`src/rtl/pta_pkg.sv`:
```
package pta_pkg;
  localparam int WORD_W = 16;

  localparam logic [WORD_W-1:0] MARK_DATA = 16'h951C;
  localparam logic [WORD_W-1:0] MARK_CTRL = 16'h95FB;
  localparam logic [WORD_W-1:0] MARK_END  = 16'h95FD;
  localparam logic [WORD_W-1:0] CRC_POLY  = 16'h1021;
  localparam logic [WORD_W-1:0] CRC_SEED  = 16'hFFFF;

  typedef enum logic [2:0] {
    ST_IDLE, ST_SOP, ST_PAY, ST_CRC, ST_EOP
  } pta_state_e;

  typedef enum logic {
    CLS_DATA = 1'b0,
    CLS_CTRL = 1'b1
  } pta_class_e;

  // One full word folded into the CRC, most significant bit first.
  function automatic logic [WORD_W-1:0] crc_fold(
    input logic [WORD_W-1:0] crc_in,
    input logic [WORD_W-1:0] word
  );
    logic [WORD_W-1:0] c;
    logic fb;
    c = crc_in;
    for (int i = WORD_W - 1; i >= 0; i--) begin
      fb = c[WORD_W-1] ^ word[i];
      c  = {c[WORD_W-2:0], 1'b0};
      if (fb) c = c ^ CRC_POLY;
    end
    return c;
  endfunction
endpackage

```
`src/rtl/pta_pick.sv`:
```
module pta_pick
  import pta_pkg::*;
(
  input  logic       dat_empty,
  input  logic       dat_afull,
  input  logic       ctl_empty,
  output logic       pick_any,
  output pta_class_e pick_cls
);
  logic dat_urgent;
  assign dat_urgent = !dat_empty && dat_afull;

  always_comb begin
    pick_any = 1'b1;
    if (dat_urgent)      pick_cls = CLS_DATA;
    else if (!ctl_empty) pick_cls = CLS_CTRL;
    else if (!dat_empty) pick_cls = CLS_DATA;
    else begin
      pick_any = 1'b0;
      pick_cls = CLS_DATA;
    end
  end
endmodule

```
`src/rtl/pta_crc.sv`:
```
module pta_crc
  import pta_pkg::*;
(
  input  logic              clk,
  input  logic              rst_n,
  input  logic              clear,
  input  logic              advance,
  input  logic [WORD_W-1:0] word,
  output logic [WORD_W-1:0] crc
);
  always_ff @(posedge clk) begin
    if (!rst_n)       crc <= CRC_SEED;
    else if (clear)   crc <= CRC_SEED;
    else if (advance) crc <= crc_fold(crc, word);
  end
endmodule

```
`src/rtl/pta_tx_arbiter.sv`:
```
module pta_tx_arbiter
  import pta_pkg::*;
#(
  parameter int MAX_WORDS = 64
) (
  input  logic        clk,
  input  logic        rst_n,
  input  logic [15:0] dat_word,
  input  logic        dat_empty,
  input  logic        dat_afull,
  output logic        dat_pop,
  input  logic [15:0] ctl_word,
  input  logic        ctl_empty,
  output logic        ctl_pop,
  output logic [15:0] tx_word,
  output logic        tx_valid,
  input  logic        tx_ready
);
  localparam int CW = $clog2(MAX_WORDS + 1);

  pta_state_e state_q, state_d;
  pta_class_e cls_q, pick_cls;
  logic [CW-1:0] cnt_q;
  logic [WORD_W-1:0] crc_val;
  logic pick_any;

  // named events
  logic accept, pay_take, pay_last, pay_dry, sop_take;

  pta_pick u_pick (
    .dat_empty(dat_empty),
    .dat_afull(dat_afull),
    .ctl_empty(ctl_empty),
    .pick_any (pick_any),
    .pick_cls (pick_cls)
  );

  pta_crc u_crc (
    .clk    (clk),
    .rst_n  (rst_n),
    .clear  (sop_take),
    .advance(pay_take),
    .word   (tx_word),
    .crc    (crc_val)
  );

  always_comb begin
    tx_valid = 1'b0;
    tx_word  = '0;
    unique case (state_q)
      ST_SOP: begin
        tx_valid = 1'b1;
        tx_word  = (cls_q == CLS_CTRL) ? MARK_CTRL : MARK_DATA;
      end
      ST_PAY: begin
        if (cls_q == CLS_CTRL) begin
          tx_valid = !ctl_empty;
          tx_word  = ctl_word;
        end else begin
          tx_valid = !dat_empty;
          tx_word  = dat_word;
        end
      end
      ST_CRC: begin
        tx_valid = 1'b1;
        tx_word  = crc_val;
      end
      ST_EOP: begin
        tx_valid = 1'b1;
        tx_word  = MARK_END;
      end
      default: ;
    endcase
  end

  assign accept   = tx_valid && tx_ready;
  assign sop_take = (state_q == ST_SOP) && accept;
  assign pay_take = (state_q == ST_PAY) && accept;
  assign pay_last = (cls_q == CLS_CTRL) || (cnt_q == CW'(MAX_WORDS - 1));
  assign pay_dry  = (state_q == ST_PAY) && (cls_q == CLS_DATA) && dat_empty;
  assign dat_pop  = pay_take && (cls_q == CLS_DATA);
  assign ctl_pop  = pay_take && (cls_q == CLS_CTRL);

  always_comb begin
    state_d = state_q;
    unique case (state_q)
      ST_IDLE: if (pick_any) state_d = ST_SOP;
      ST_SOP:  if (accept) state_d = ST_PAY;
      ST_PAY: begin
        if (pay_dry) state_d = ST_CRC;
        else if (pay_take && pay_last) state_d = ST_CRC;
      end
      ST_CRC:  if (accept) state_d = ST_EOP;
      ST_EOP:  if (accept) state_d = ST_IDLE;
      default: state_d = ST_IDLE;
    endcase
  end

  always_ff @(posedge clk) begin
    if (!rst_n) begin
      state_q <= ST_IDLE;
      cls_q   <= CLS_DATA;
      cnt_q   <= '0;
    end else begin
      state_q <= state_d;
      if (state_q == ST_IDLE && pick_any) cls_q <= pick_cls;
      if (sop_take) cnt_q <= '0;
      else if (pay_take) cnt_q <= cnt_q + 1'b1;
    end
  end


  one_pop_chk: assert property (@(posedge clk) disable iff (!rst_n)
    !(dat_pop && ctl_pop));


  hold_word_chk: assert property (@(posedge clk) disable iff (!rst_n)
    (tx_valid && !tx_ready) |=> (tx_valid && $stable(tx_word)));


  pay_limit_chk: assert property (@(posedge clk) disable iff (!rst_n)
    cnt_q <= CW'(MAX_WORDS));


  quiet_idle_chk: assert property (@(posedge clk) disable iff (!rst_n)
    (state_q == ST_IDLE && dat_empty && ctl_empty) |=> !tx_valid);


  urgent_first_chk: assert property (@(posedge clk) disable iff (!rst_n)
    (state_q == ST_IDLE && !dat_empty && dat_afull) |=> (tx_valid && tx_word == MARK_DATA));


  no_preempt_chk: assert property (@(posedge clk) disable iff (!rst_n)
    (state_q != ST_IDLE) |=> $stable(cls_q));


  ctl_single_chk: assert property (@(posedge clk) disable iff (!rst_n)
    ctl_pop |=> (state_q == ST_CRC));
endmodule

```
`config.mk`:
```
export PLATFORM = sky130hd
export DESIGN_NAME = pta_tx_arbiter
export DESIGN_NICKNAME = d
export VERILOG_FILES = /design/src/rtl/pta_pkg.sv /design/src/rtl/pta_pick.sv /design/src/rtl/pta_crc.sv /design/src/rtl/pta_tx_arbiter.sv
export SDC_FILE = /design/constraint.sdc
export NUM_CORES = 1
export LEC_CHECK = 0
export BUFFER_PORTS_ARGS = -buffer_cell sky130_fd_sc_hd__buf_2
export CAP_MARGIN = 0
export CELL_PAD_IN_SITES_DETAIL_PLACEMENT = 0
export CELL_PAD_IN_SITES_GLOBAL_PLACEMENT = 1
export CORE_MARGIN = 2
export CORE_UTILIZATION = 40
export DETAILED_ROUTE_END_ITERATION = 10
export PLACE_DENSITY = 0.85
export SETUP_SLACK_MARGIN = 0.02
export SYNTH_ARGS = -nofsm -noshare
export SYNTH_HDL_FRONTEND = slang
export SYNTH_SLANG_ARGS = --single-unit
```
`constraint.sdc`:
```
create_clock -name clk -period 3.2 [get_ports clk]
set_input_delay 0.32 -clock clk [delete_from_list [all_inputs] [get_ports clk]]
set_output_delay 0.32 -clock clk [all_outputs]
set_load 0.02 [all_outputs]
```
# ---- Word level (Yosys, flattened, before mapping)
# Index checks and enable logic that the tools add are counted.
dict set report word_totals {
  wordCells 144
  ff_bits 27
  in_bits 38
}
dict set report classes {
  bitwise 34
  muxes 78
  reduce_logical 17
  addsub 1
  n_eq_ne 10
}
# operator n
set op_table {}
lappend op_table {{2-to-1 mux 16 bit} 46}
lappend op_table {{2-to-1 mux 13 bit} 16}
lappend op_table {{one-hot mux 16 bit (4 select lines)} 1}
lappend op_table {{inverter 3 bit} 16}
lappend op_table {{2-to-1 mux 3 bit} 6}
lappend op_table {{bitwise XOR 1 bit} 16}
lappend op_table {{one-hot mux 3 bit (5 select lines)} 1}
lappend op_table {{logical AND 1 bit} 10}
lappend op_table {{2-to-1 mux 8 bit} 1}
lappend op_table {{!= test 2 bit, second input constant} 4}
lappend op_table {{adder 7 x 1 -> 7 bit, second input constant} 1}
lappend op_table {{== test 7 x 6 -> 1 bit, second input constant} 1}
lappend op_table {{== test 3 x 2 -> 1 bit, second input constant} 2}
lappend op_table {{2-to-1 mux 1 bit} 6}
lappend op_table {{AND reduction 5 bit} 1}
lappend op_table {{== test 3 x 1 -> 1 bit, second input constant} 1}
lappend op_table {{== test 3 bit, second input constant} 1}
lappend op_table {{zero test 3 bit} 1}
lappend op_table {{!= test 3 x 2 -> 1 bit, second input constant} 1}
lappend op_table {{OR reduction 3 bit} 1}
lappend op_table {{zero test 1 bit} 2}
lappend op_table {{inverter 1 bit} 2}
lappend op_table {{one-hot mux 1 bit (2 select lines)} 1}
lappend op_table {{OR reduction 2 bit} 1}
lappend op_table {{logical OR 1 bit} 1}

# ---- Logic depth before layout (Yosys ltp)
dict set report depth {
  word_depth 80
  depth_mapped 12
  ltp_nobuf 8
}

# ---- Cells and area by module
# Synthesis repeated with hierarchy kept, for this count alone.
dict set report unflattened {
  hier_cells 264
  area_unflattened_um2 2283.4
}
# mod instances cells_each seq_area_each_um2 area_each_um2
set by_module_without_submodules {}
lappend by_module_without_submodules {pta_crc 1 116 320.3 1142.3}
lappend by_module_without_submodules {pta_tx_arbiter 1 145 220.2 1124.8}
lappend by_module_without_submodules {pta_pick 1 3 0.0 16.3}

# ---- Least setup slack after synthesis
# Ideal clock, no wire load.
dict set report synth_path {
  path_kind {reg2reg}
  from {reg cls_q}
  to {reg u_crc.crc[7]}
  setup_ns 0.122
  setup_slack_ns 0.144
  path_buffers 3
  period_less_slack_ns 3.056
  t_required_ns 3.078
  path_stages_with_launch 9
  arrival_time_ns 2.934
  path_cell_list {dfxtp_1 -> buf_4 -> buf_2 -> buf_1 -> o311ai_0 -> xnor2_1 -> xnor2_1 -> or4_1 -> o311a_1}
}
# item line_no
set synth_rtl {}
lappend synth_rtl {{from (decl)} pta_tx_arbiter.sv:22} ;# pta_class_e cls_q, pick_cls;
lappend synth_rtl {{from (signal assigned)} pta_tx_arbiter.sv:106} ;# if (state_q == ST_IDLE && pick_any) cls_q <= pick_cls;
lappend synth_rtl {{2-to-1 mux 16 bit or 2-to-1 mux 8 bit (tied branches)} {pta_tx_arbiter.sv:56, pta_tx_arbiter.sv:53}}
lappend synth_rtl {{one-hot mux 16 bit (4 select lines) (*)} pta_tx_arbiter.sv:50} ;# unique case (state_q)
lappend synth_rtl {{named net tx_word[2]} pta_tx_arbiter.sv:15} ;# output logic [15:0] tx_word,
lappend synth_rtl {{bitwise XOR 1 bit (*)} pta_pkg.sv:28} ;# fb = c[WORD_W-1] ^ word[i];
lappend synth_rtl {{2-to-1 mux 13 bit (*)} pta_pkg.sv:30} ;# if (fb) c = c ^ CRC_POLY;
lappend synth_rtl {{2-to-1 mux 16 bit (*)} pta_crc.sv:14} ;# else if (advance) crc <= crc_fold(crc, word);
lappend synth_rtl {{2-to-1 mux 16 bit (*)} pta_crc.sv:13} ;# else if (clear) crc <= CRC_SEED;
lappend synth_rtl {{2-to-1 mux 16 bit (*)} pta_crc.sv:12} ;# if (!rst_n) crc <= CRC_SEED;
lappend synth_rtl {{2-to-1 mux 13 bit (*)} pta_pkg.sv:30}
lappend synth_rtl {{2-to-1 mux 16 bit (*)} pta_crc.sv:14}
lappend synth_rtl {{2-to-1 mux 16 bit (*)} pta_crc.sv:13}
lappend synth_rtl {{2-to-1 mux 16 bit (*)} pta_crc.sv:12}
lappend synth_rtl {{2-to-1 mux 13 bit (*)} pta_pkg.sv:30}
lappend synth_rtl {{to (signal assigned)} pta_crc.sv:14}
lappend synth_rtl {{to (decl)} pta_crc.sv:9} ;# output logic [WORD_W-1:0] crc
# The timed path passes the listed nets; every way through them passes the cells marked *. The select of a mux whose other input is x is not followed.
# A chain may end at the register's enable or synchronous reset.

# ---- Worst setup path in the final report
dict set report layout_path {
  from {reg state_q[2]}
  to {reg u_crc.crc[7]}
}
dict set report layout_between {
  elab_chain_cells 61
}
# item line_no
set layout_lines {}
lappend layout_lines {{from (decl)} pta_tx_arbiter.sv:21} ;# pta_state_e state_q, state_d;
lappend layout_lines {{from (signal assigned)} pta_tx_arbiter.sv:105} ;# state_q <= state_d;
lappend layout_lines {{== test 3 bit, or another cell as far along} pta_tx_arbiter.sv:50}
lappend layout_lines {{one-hot mux 16 bit (4 select lines)} pta_tx_arbiter.sv:50}
lappend layout_lines {{bitwise XOR 1 bit} pta_pkg.sv:28}
lappend layout_lines {{2-to-1 mux 13 bit} pta_pkg.sv:30}
lappend layout_lines {{2-to-1 mux 16 bit} pta_crc.sv:14}
lappend layout_lines {{2-to-1 mux 16 bit} pta_crc.sv:13}
lappend layout_lines {{2-to-1 mux 16 bit} pta_crc.sv:12}
lappend layout_lines {{2-to-1 mux 16 bit} pta_crc.sv:14}
lappend layout_lines {{(+45 left out)} --}
lappend layout_lines {{2-to-1 mux 16 bit} pta_crc.sv:14}
lappend layout_lines {{2-to-1 mux 16 bit} pta_crc.sv:13}
lappend layout_lines {{2-to-1 mux 16 bit} pta_crc.sv:12}
lappend layout_lines {{2-to-1 mux 13 bit} pta_pkg.sv:30}
lappend layout_lines {{2-to-1 mux 16 bit} pta_crc.sv:14}
lappend layout_lines {{2-to-1 mux 16 bit} pta_crc.sv:13}
lappend layout_lines {{2-to-1 mux 16 bit} pta_crc.sv:12}
lappend layout_lines {{2-to-1 mux 13 bit} pta_pkg.sv:30}
# Several ways; a longest one is shown, not always the timed one. The select of a mux whose other input is x is not followed.

==> flow_summary_export.csv <==
group,metric,value,unit
die,initial_utilization,41.42,%
logic_synthesis,netlist_area,0.002645,sq mm
logic_synthesis,syn_area_per_cell,7.991,sq um
die,die_x,85.32,um
clock_network,cts_setup_buffers,0,
run_status,status,"finished, final reports clean",
timing,slew_headroom,62.22,%
drt,drc,0,
clock_network,cts_buffers,3,
grt,grt_pass1_wl,11920,um
critical_path,critPathMaxStageDelay,0.56,ns
placed_design,place_inst,457,
timing,holdWs,0.3262,ns
pwr,power,1.446,mW
placed_design,place_area,0.003057,sq mm
clock_network,clock_path_buffers,2,
timing,hold_violations,0,
pwr,ir_drop,0.3914,mV
cells_and_area,seq_area,540.5,sq um
die,core-area,0.006386,sq mm
clock_network,clock-sinks,27,
die,die_area,0.007279,sq mm
cells_and_area,synthToLayoutAreaGrowth,17.41,%
die,num_rows,29,
critical_path,crit_path_max_fanout,13,
drt,avgRoutedWirePerCell,16.03,um
clock_network,cts.htree.levels,1,
cells_and_area,fillCellCount,634,
grt,grt_usage,20.49,%
die,ios,57,
cells_and_area,final_cell_mix,"buf_2 (56), nand2_1 (32), nor2_1 (29), mux2i_1 (28), dfxtp_1 (27)",
logic_synthesis,ys_ff_latch,27,
logic_synthesis,async_flop_share,0,%
cells_and_area,fin_area,0.003105,sq mm
drt,drt_first_pass_iters,4,
critical_path,worst-endpoint-arrival,3.06,ns
clock_network,ctsResizeCount,0,
critical_path,slowest_stage,"or3b_1",
cells_and_area,mostFrequentLayoutCell,"buf_2",
logic_synthesis,synth_flop_cell,"dfxtp_1",
timing,tns,0,ns
cells_and_area,drive_gt1_share,24.22,%
clock_network,clk_latency,0.28,ns
clock_network,cts_tree,"built",
critical_path,worst_setup_path_end_kind,"flop",
drt,vias,2540,
placed_design,dpl.hpwl,5608,um
cells_and_area,multi_input_comb_area,0.001957,sq mm
timing,finalCriticalPeriod,2.881,ns
job,max-cap-violations,0,
timing,max_freq,347.0,MHz
timing,rsz0062_at_grt,"false",
logic_synthesis,seq_area_frac_synth,20.44,%
grt,antenna_found_initial,0,
timing,setup_viol,0,
placed_design,place_congestion,0.8597,
clock_network,cts_root_buf,"clkbuf_8",
logic_synthesis,synthCells,331,
logic_synthesis,synth_edf_count,0,
critical_path,setup.worst_path.start_class,"flop",
grt,grt_overflow,0,
logic_synthesis,synth_cell_type_count,57,
critical_path,path_cells,"or3b_1, nor2_1, nor4b_1, a2111oi_0, xnor3_1, xnor2_1, or4_1, o311a_1",
placed_design,port_buffers,56,
timing,drv_slew,0,
cells_and_area,final_cells,461,
drt,drtAntennaViolNets,0,
grt,first_global_vias,2384,
pwr,leakage,1.374,nW
drt,drt-initial-drc-count,212,
critical_path,worstPathRequired,3.38,ns
drt,vias_per_cell,5.510,
cells_and_area,nets,424,
grt,grt_max_degree,41,
timing,worst_slew_pin_slew,0.5626,ns
logic_synthesis,synth_fp_nets,370,
timing,skew,0.005320,ns
cells_and_area,final_core_util,48.63,%
timing,post-route-period-util,90.05,%
die,die_y,85.32,um
drt,wl,7392,um
worst_hold_path,holdCritPathClass,"in -> reg",
logic_synthesis,yosysWarningCount,0,
cells_and_area,n_antenna_cell,0,
critical_path,worst-setup-path-type,"reg -> reg",
clock_network,ctsHoldBuffers,0,
timing,setup_ws,0.3185,ns
pwr,p_per_area,465.6,mW/mm^2
placed_design,dp_slack,0.3234,ns
clock_network,clkTransAtPathRegs,0.10,ns
[layer usage]
layer	wire length (um)	global-route usage (%)	share of wire, %
met5	0	0	0
met4	82	5.339	1.1
met3	528	2.724	7.1
met2	3535	35.01	48
met1	3246	27.19	44
[where the power goes]
part	total (mW)	internal (mW)	switching [mW]
clock	0.209	0.0887	0.120
sequential	0.359	0.347	0.0127
combinational	0.878	0.411	0.466
total	1.45	0.847	0.599
[registers in the layout, summed over array words and instances (netlist names)]
| name | flops |
|---|---|
| cls_q | 1 |
| state_q | 3 |
| u_crc.crc | 16 |
| cnt_q | 7 |
[critical path: cells and delay by family, from the launching register on]
family          cells  cell delay, ns
flops               1            0.35
simple gates        4            1.33
compound gates      2            0.58
xor+xnor            2            0.53
[kinds of logic after synthesis]
group	count (synthesis)	synth area share (%)
AND/OR/NAND/NOR	103	18.69
AO/OA/AOI/OAI	93	23.89
XOR/XNOR	44	18.64
multiplexers	32	12.30
buffers and inverters	31	5.581
flip-flops	27	20.44
adder cells (fa/ha/maj)	1	0.4730
[final timing paths]
| path | startpoint | to | slack [ns] | cells past startpoint |
|---|---|---|---|---|
| worst max-delay path | state_q[2] | u_crc.crc[7] | 0.32 | 8 |
| worst min-delay path | rst_n | state_q[2] | 0.33 | 2 |
| worst max register to register | state_q[2] | u_crc.crc[7] | 0.32 | 8 |
| worst min register to register | cnt_q[1] | cnt_q[1] | 0.50 | 2 |
[cell usage after synthesis (5+ instances only)]
cell type  instances  area, sq um
a211oi_1           5        37.54
a21oi_1           22        110.1
buf_2              7        35.03
clkbuf_1          11        41.29
dfxtp_1           27        540.5
inv_1              6        22.52
mux2i_1           28        280.3
nand2_1           32        120.1
nand2b_1           5        31.28
nand3_1            7        35.03
nor2_1            29        108.9
nor2b_1            5        31.28
o211ai_1           9        67.56
o21ai_0           25        125.1
xnor2_1           19        166.4
xor2_1            17        148.9
[area by class of cell]
| type | instances | area share (%) |
|---|---|---|
| Clock buffer | 3 | 1.330 |
| Clock inverter | 1 | 0.2417 |
| Inverter | 6 | 0.7252 |
| Multi-Input combinational cell | 273 | 63.01 |
| Sequential cell | 27 | 17.41 |
| Tap cell | 77 | 3.102 |
| Timing Repair Buffer | 74 | 14.18 |
(Power assumes the default switching activity.)
